## src/rtl/ipc_mailbox.sv

```systemverilog
module ipc_mailbox #(
  parameter int AW = 8,
  parameter int BUF_BYTES = 16,
  localparam int NW = BUF_BYTES / 4,
  localparam int IW = $clog2(NW),
  localparam int BW = BUF_BYTES * 8
) (
  input  logic              clk,
  input  logic              rst_n,
  input  logic              h_wr,
  input  logic              h_rd,
  input  logic [AW-1:0]     h_addr,
  input  logic [31:0]       h_wdata,
  output logic [31:0]       h_rdata,
  output logic              h_rvalid,
  output logic              doorbell_irq,
  output logic              host_irq,
  output logic [31:0]       ctl_cmd,
  output logic [31:0]       ctl_sptr,
  output logic [31:0]       ctl_dptr,
  output logic [BW-1:0]     ctl_wbuf,
  output logic [BUF_BYTES-1:0] ctl_wvalid,
  output logic              ctl_busy,
  input  logic              ctl_done,
  input  logic              ctl_err,
  input  logic [7:0]        ctl_err_code,
  input  logic [7:0]        ctl_init_id,
  input  logic [BUF_BYTES-1:0] ctl_rb_we,
  input  logic [BW-1:0]     ctl_rb_data
);

  localparam logic [AW-1:0] A_CMD  = AW'('h00);
  localparam logic [AW-1:0] A_STAT = AW'('h04);
  localparam logic [AW-1:0] A_SPTR = AW'('h08);
  localparam logic [AW-1:0] A_DPTR = AW'('h0C);
  localparam logic [AW-1:0] A_WB   = AW'('h80);
  localparam logic [AW-1:0] A_RB   = AW'('h80 + BUF_BYTES);
  localparam logic [AW-1:0] A_END  = AW'('h80 + 2 * BUF_BYTES);

  logic [31:0] cmd_q, sptr_q, dptr_q;
  logic [31:0] wbuf_q [NW];
  logic [7:0]  rbuf_q [BUF_BYTES];
  logic        busy_q, err_q, dbl_q, hirq_q;
  logic [7:0]  ecode_q, init_q;
  logic [31:0] status, rd_val;

  logic [AW-1:0] wb_off, rb_off;
  logic [IW-1:0] wb_idx, rb_idx;
  logic          in_wb, in_rb, cmd_acc, done_acc;

  assign wb_off   = h_addr - A_WB;
  assign rb_off   = h_addr - A_RB;
  assign wb_idx   = wb_off[IW+1:2];
  assign rb_idx   = rb_off[IW+1:2];
  assign in_wb    = (h_addr >= A_WB) && (h_addr < A_RB);
  assign in_rb    = (h_addr >= A_RB) && (h_addr < A_END);
  assign cmd_acc  = h_wr && (h_addr == A_CMD) && !busy_q;
  assign done_acc = ctl_done && busy_q;

  assign status = {8'h00, ecode_q, init_q, cmd_q[15:12], 2'b00, err_q, busy_q};

  always_comb begin
    rd_val = '0;
    if (h_addr == A_STAT) rd_val = status;
    else if (in_rb)
      rd_val = {rbuf_q[{rb_idx, 2'd3}], rbuf_q[{rb_idx, 2'd2}],
                rbuf_q[{rb_idx, 2'd1}], rbuf_q[{rb_idx, 2'd0}]};
  end

  always_ff @(posedge clk) begin
    if (!rst_n) begin
      cmd_q   <= '0;
      sptr_q  <= '0;
      dptr_q  <= '0;
      busy_q  <= 1'b0;
      err_q   <= 1'b0;
      ecode_q <= '0;
      init_q  <= '0;
      dbl_q   <= 1'b0;
      hirq_q  <= 1'b0;
      h_rdata <= '0;
      h_rvalid <= 1'b0;
      for (int i = 0; i < NW; i++) wbuf_q[i] <= '0;
      for (int i = 0; i < BUF_BYTES; i++) rbuf_q[i] <= '0;
    end else begin
      dbl_q    <= cmd_acc;
      hirq_q   <= done_acc && cmd_q[8];
      h_rvalid <= h_rd;
      if (h_rd) h_rdata <= rd_val;
      if (cmd_acc) begin
        cmd_q  <= h_wdata;
        busy_q <= 1'b1;
      end else if (done_acc) begin
        busy_q  <= 1'b0;
        err_q   <= ctl_err;
        ecode_q <= ctl_err_code;
        init_q  <= ctl_init_id;
      end
      if (h_wr && h_addr == A_SPTR) sptr_q <= h_wdata;
      if (h_wr && h_addr == A_DPTR) dptr_q <= h_wdata;
      if (h_wr && in_wb) wbuf_q[wb_idx] <= h_wdata;
      for (int i = 0; i < BUF_BYTES; i++)
        if (ctl_rb_we[i]) rbuf_q[i] <= ctl_rb_data[8*i +: 8];
    end
  end

  assign doorbell_irq = dbl_q;
  assign host_irq     = hirq_q;
  assign ctl_cmd      = cmd_q;
  assign ctl_sptr     = sptr_q;
  assign ctl_dptr     = dptr_q;
  assign ctl_busy     = busy_q;

  for (genvar w = 0; w < NW; w++) begin : g_wb
    assign ctl_wbuf[32*w +: 32] = wbuf_q[w];
  end

  for (genvar b = 0; b < BUF_BYTES; b++) begin : g_wv
    assign ctl_wvalid[b] = (cmd_q[23:16] > 8'(b));
  end

endmodule


```

## config.mk

```make
export PLATFORM = sky130hd
export DESIGN_NAME = ipc_mailbox
export DESIGN_NICKNAME = d
export VERILOG_FILES = /design/src/rtl/ipc_mailbox.sv
export SDC_FILE = /design/constraint.sdc
export NUM_CORES = 1
export LEC_CHECK = 0
export BUFFER_PORTS_ARGS = -buffer_cell sky130_fd_sc_hd__buf_2
export CORE_ASPECT_RATIO = 0.7
export CORE_UTILIZATION = 45
export DETAILED_ROUTE_END_ITERATION = 10
export MAX_ROUTING_LAYER = met4
export PLACE_DENSITY = 0.69
export SYNTH_ARGS = -nofsm -noshare
export SYNTH_HDL_FRONTEND = slang
export SYNTH_SLANG_ARGS = --single-unit
```

## constraint.sdc

```tcl
create_clock -name clk -period 5.2 [get_ports clk]
set_input_delay 1.04 -clock clk [delete_from_list [all_inputs] [get_ports clk]]
set_output_delay 1.04 -clock clk [all_outputs]
set_load 0.02 [all_outputs]
```

======== Word-level counts from Yosys, hierarchy flattened ========
Memory sizes are Yosys's and may differ from the RTL's.
Index checks and enable logic that the tools add are counted.
operators by class
  bitwise gates (word level) .............. 17
  $add $sub $neg .......................... 2
  muxes and demuxes ....................... 75
  reduce and logical (&&, ||, !) cells .... 14
  order comparisons ....................... 20
  eq/ne operators ......................... 3
operator list
  cell                                                                              count
  8-bit two-way mux                                                                 16
  32-bit two-way mux                                                                3
  8-bit by 4-bit greater-than comparator with 1-bit output (second input constant)  8
  1-bit two-way mux                                                                 55
  8-bit by 3-bit greater-than comparator with 1-bit output (second input constant)  4
  32-bit OR reduction                                                               1
  8-bit by 4-bit equality test with 1-bit output (second input constant)            2
  8-bit greater-or-equal comparator (second input constant)                         2
  8-bit by 1-bit greater-than comparator with 1-bit output (second input constant)  2
  8-bit by 2-bit greater-than comparator with 1-bit output (second input constant)  2
  8-bit < comparator (second input constant)                                        2
  1-bit bitwise OR                                                                  16
  1-bit logical AND                                                                 9
  8-bit by 3-bit equality test with 1-bit output (second input constant)            1
  8-bit logical NOT                                                                 1
  4-bit by 1-bit subtractor with 4-bit output (second input constant)               2
  2-bit two-way mux                                                                 1
  2-bit AND reduction                                                               1
  2-bit nonzero test                                                                1
  1-bit logical NOT                                                                 1
  1-bit NOT                                                                         1
word-level totals
  input port bits ......................... 206
  memories ................................ 2
  word-level logic and storage cells ...... 144
  register bits after elaboration ......... 149
  memory bits (writable) .................. 256
memory list
  name    depth  bits a word  read ports  clocked after Yosys merged registers in  write ports  line  source
  rbuf_q  16     8            4           0                                        16           42    logic [7:0] rbuf_q [BUF_BYTES];
  wbuf_q  4      32           4           0                                        4            41    logic [31:0] wbuf_q [NW];

======== Logic depth before layout (Yosys ltp) ========
  depth after elaboration ................. 8
  gate-level depth with buffers ........... 7
  mapped depth without buffers ............ 4

======== Worst setup path before layout ========
Ideal clock, no wire load.
  path kind ............................... input to register
  start ................................... in h_addr[6]
  end ..................................... mem wbuf_q[0][0], enable pin
  setup slack ............................. 0.418 ns
  buffers on the path ..................... 1
  arrival time ............................ 4.312 ns
  stages on the path ...................... 4
  setup time .............................. 0.470 ns
  cell sequence ........................... nor4b_2 -> buf_2 -> nand2_1 -> o31ai_1
RTL lines
  what             line  source
  start, declared  12    input logic [AW-1:0] h_addr,
  end, declared    41

======== Final worst setup path ========
  start ................................... reg cmd_q[20] (netlist: ctl_cmd[20])
  end ..................................... out ctl_wvalid[2]
on the way
  longest elaborated chain between the ends .. 1
RTL lines
  what                                                      line  source
  start, declared                                           40    logic [31:0] cmd_q, sptr_q, dptr_q;
  start signal, assigned                                    91    cmd_q <= h_wdata;
  8-bit by 2-bit greater-than comparator with 1-bit output  119   assign ctl_wvalid[b] = (cmd_q[23:16] > 8'(b));
  end, declared                                             22    output logic [BUF_BYTES-1:0] ctl_wvalid,
Every way passes these cells.

==> summary.md <==
| Metric | Value |
|---|---|
| Most frequently used cell type in the post-synthesis netlist | `sky130_fd_sc_hd__edfxtp_1` |
| Hold Crit Start | `ecode_q[5]` |
| Primary flip-flop cell chosen by synthesis mapping | `sky130_fd_sc_hd__edfxtp_1` |
| Via count | `around 13k` |
| Cell type with the highest aggregate area in the netlist | `sky130_fd_sc_hd__edfxtp_1` |
| Count of placed standard cells including taps | `2209` |
| Rows | `58` |
| Count of nets left with antenna violations after detail routing | `0` |
| Yosys Warn Count | `0` |
| Resized Gates After CTS | `0` |
| Global-route wire length before repair | `74.6 mm` |
| Aggregate global routing overflow | `0` |
| Leakage Power | `between 8 and 9 nW` |
| Number of enable flip-flop cells after synthesis | `between 200 and 300` |
| Cell chosen for the clock root | `sky130_fd_sc_hd__clkbuf_16` |
| Nature of the critical path endpoint | `primary output` |
| Post-synthesis average cell area | `around 12 µm²` |
| Number of port buffers | `481` |
| Required time at the worst-slack endpoint | `4160 ps` |
| Type of the tightest min-delay check | `flop to flop` |
| Number of instances in the synthesized netlist | `roughly 1.4k` |
| CTS HTree Levels | `2` |
| Slowest cell delay on critical path | `870 ps` |
| Worst slew margin | `15.3%` |
| Slowest CP cell | `sky130_fd_sc_hd__nor4_1` |
| Final wirelength | `about 51 mm` |
| Number of library cell types mapped by synthesis | `32` |
| Avg Vias per Cell | `between 5 and 6` |
| Final hold slack | `roughly 460 ps` |
| CTS tree | `built` |
| Via count of the first global-routing pass | `12.4k` |
| Layout Nets | `1977` |
| Layout fillers | `3011` |
| Fraction of post-synthesis cell area in the top cell type by area | `between 40% and 50%` |
| Period Utilization, post-route | `roughly 73%` |
| Critical path startpoint category | `flop` |
| Total iterations of the first detailed-routing run | `7` |
| Largest net degree at the start of global routing | `101` |
| Final count of negative-setup-slack endpoints | `0` |
| Number of DRC markers after the initial detailed-route iteration | `1221` |
| Setup repair after global routing missed its margin | `false` |
| Highest achievable clock rate | `265 MHz` |
| Number of I/O pins | `482` |
| Cell-by-cell listing of the critical path | `nor4_1 > inv_1 > nor3_1 > nand2_1 > buf_2` |
| Number of synthesized register bits | `405` |
| Post-synthesis net count | `1572` |
| Crit Path Class | `flop to primary output` |
| Number of clock sinks seen by CTS | `just over 400` |
| Core Box Area | `36100 µm²` |
| Worst Skew | `13.1 ps` |
| Hold Vio Cnt, Final | `0` |
| Vert. Die Dim | `~160 µm` |
| CP arrival | `2730 ps` |
| Transition at the pin with the smallest max-transition slack | `1270 ps` |
| Synth Cell Area | `around 17000 µm²` |
| Hold-fix buffers, CTS | `0` |
| Cell family contributing the most delay on the critical path | `simple AND/OR/NAND/NOR gates` |
| Time the final worst path needs with I/O delays and setup | `3770 ps` |
| Buffer levels on the longest clock path | `3` |
| Setup repair bufs after CTS | `0` |
| Overall global routing resource usage | `26.9%` |
| Die span in x | `around 230 µm` |
| Cell types with the largest area share after synthesis | `sky130_fd_sc_hd__edfxtp_1 (46%), sky130_fd_sc_hd__dfxtp_1 (18%), sky130_fd_sc_hd__and2_1 (6.7%)` |
| Die Outline Area | `37800 µm²` |
| Peak supply drop | `294 µV` |
| Startpoint of the worst register-to-register path | `ctl_busy` |
| Initial core utilization | `a little under half` |
| Layout Cells excl Fill | `2284` |
| Count of maximum capacitance violations | `0` |
| Post-DP HPWL | `34.9 mm` |
| Number of buffers created by CTS | `40` |
| Power density of the placed cells | `around 350 nW/µm²` |
| Post-route DRC | `0` |
| Total power draw | `between 7 and 8 mW` |
| Bufs and invs on worst path | `2` |
| Number of slew-limit violations in the final report | `0` |
| Crit Path Max Fanout | `6` |
| Area used by multi-input combinational logic | `~5500 µm²` |
| Result of the run | `finished, final reports clean` |
| Cell types with the highest counts after synthesis | `sky130_fd_sc_hd__edfxtp_1 (256), sky130_fd_sc_hd__and2_1 (179), sky130_fd_sc_hd__dfxtp_1 (149)` |
| Clock-pin slew of the registers on the worst-case setup and hold paths | `60 ps` |
| Area growth from synthesis to layout | `24.5%` |
| Reg-to-reg setup timing slack | `3040 ps` |
| Setup TNS | `0 ps` |
| Storage element area | `roughly 11000 µm²` |
| Final RePlAce weighted congestion | `0.903` |
| Utilization after layout | `57.4%` |
| Launch point of the critical path | `ctl_cmd[20]` |
| Sequential share of the synthesized area | `between 60 and 70%` |
| Initial antenna violation count | `5` |
| Routed WL per cell | `22.2 µm` |
| Async SR Flop Fraction | `0%` |
| Share of cells above drive strength 1 | `34.0%` |
| Insertion delay to the later sink of the worst-skew pair | `around 530 ps` |
==> power breakdown <==
group	switching (mW)	internal [mW]
logic	0.389	0.199
registers	0.0484	3.57
clock network	1.21	1.85
==> metal layers <==
metal | up-vias | wire (µm) | track usage [%]
li1 | 5920 | - | -
met1 | 6352 | 21200 | 34.9
met2 | 587 | 24400 | 43.1
met3 | 88 | 3760 | 4.92
met4 | 0 | 1270 | 7.75
met5 | - | 0 | -
==> kinds of logic (layout without fill, tap and decap cells) <==
logic type             count (synthesis)  in the layout  synth area share (%)
AND/OR/NAND/NOR                      511            511                  18.1
flip-flops                           405            405                  64.1
multiplexers                          32             32                  4.33
other                                  0              3                     0
buffers and inverters                143            578                  3.58
AO/OA/AOI/OAI                        275            275                  9.89
==> layout make-up <==
class | count | share of cell area (%)
antenna | 3 | 0.0362
tap | 480 | 2.90
clock inverter | 21 | 1.36
inverter | 6 | 0.121
sequential | 405 | 51.5
timing repair buffer | 500 | 12.3
multi-input combinational | 818 | 26.5
clock buffer | 51 | 5.32
==> registers in the layout (all words and copies together), names as in the netlist <==
register and cells:
ecode_q 8, init_q 8, ctl_cmd 32, ctl_dptr 32, ctl_sptr 32, err_q 1
ctl_busy 1, doorbell_irq 1, h_rdata 32, rbuf_q 128, h_rvalid 1, host_irq 1
wbuf_q 128
==> cell usage in the layout, fill, tap and decap left out, types with 41 or more instances in the layout <==
| cell type | count |
|---|---|
| sky130_fd_sc_hd__o31ai_1 | 96 |
| sky130_fd_sc_hd__nand2_1 | 70 |
| sky130_fd_sc_hd__nand4_1 | 96 |
| sky130_fd_sc_hd__and2_1 | 179 |
| sky130_fd_sc_hd__dfxtp_1 | 149 |
| sky130_fd_sc_hd__buf_2 | 480 |
| sky130_fd_sc_hd__and3_1 | 81 |
| sky130_fd_sc_hd__a21oi_1 | 128 |
| sky130_fd_sc_hd__edfxtp_1 | 256 |
| sky130_fd_sc_hd__clkbuf_16 | 41 |
==> worst reg2reg max path, cell delays in order, from the launching register on <==
cell and delay (ps):
sky130_fd_sc_hd__dfxtp_1 510, sky130_fd_sc_hd__or3_1 1010, sky130_fd_sc_hd__buf_4 300, sky130_fd_sc_hd__o31ai_1 70, sky130_fd_sc_hd__a21oi_1 200
==> through the flow <==
| step | setup slack [ps] | instance area, µm² |
|---|---|---|
| finish | 1430 | 20700 |
| global placement | 1460 | 19300 |
| floorplan | 418 | 16600 |
| detailed placement | 1370 | 19300 |
| global route | 1270 | 20700 |
| CTS | 1440 | 20700 |
==> final timing paths <==
check / to / cells past startpoint
max: ctl_wvalid[2] / 5
min: ecode_q[5] / 2
max reg2reg: ctl_cmd[16] / 4
min reg2reg: ecode_q[5] / 2
Note: power is estimated with default switching activity, not from simulation.
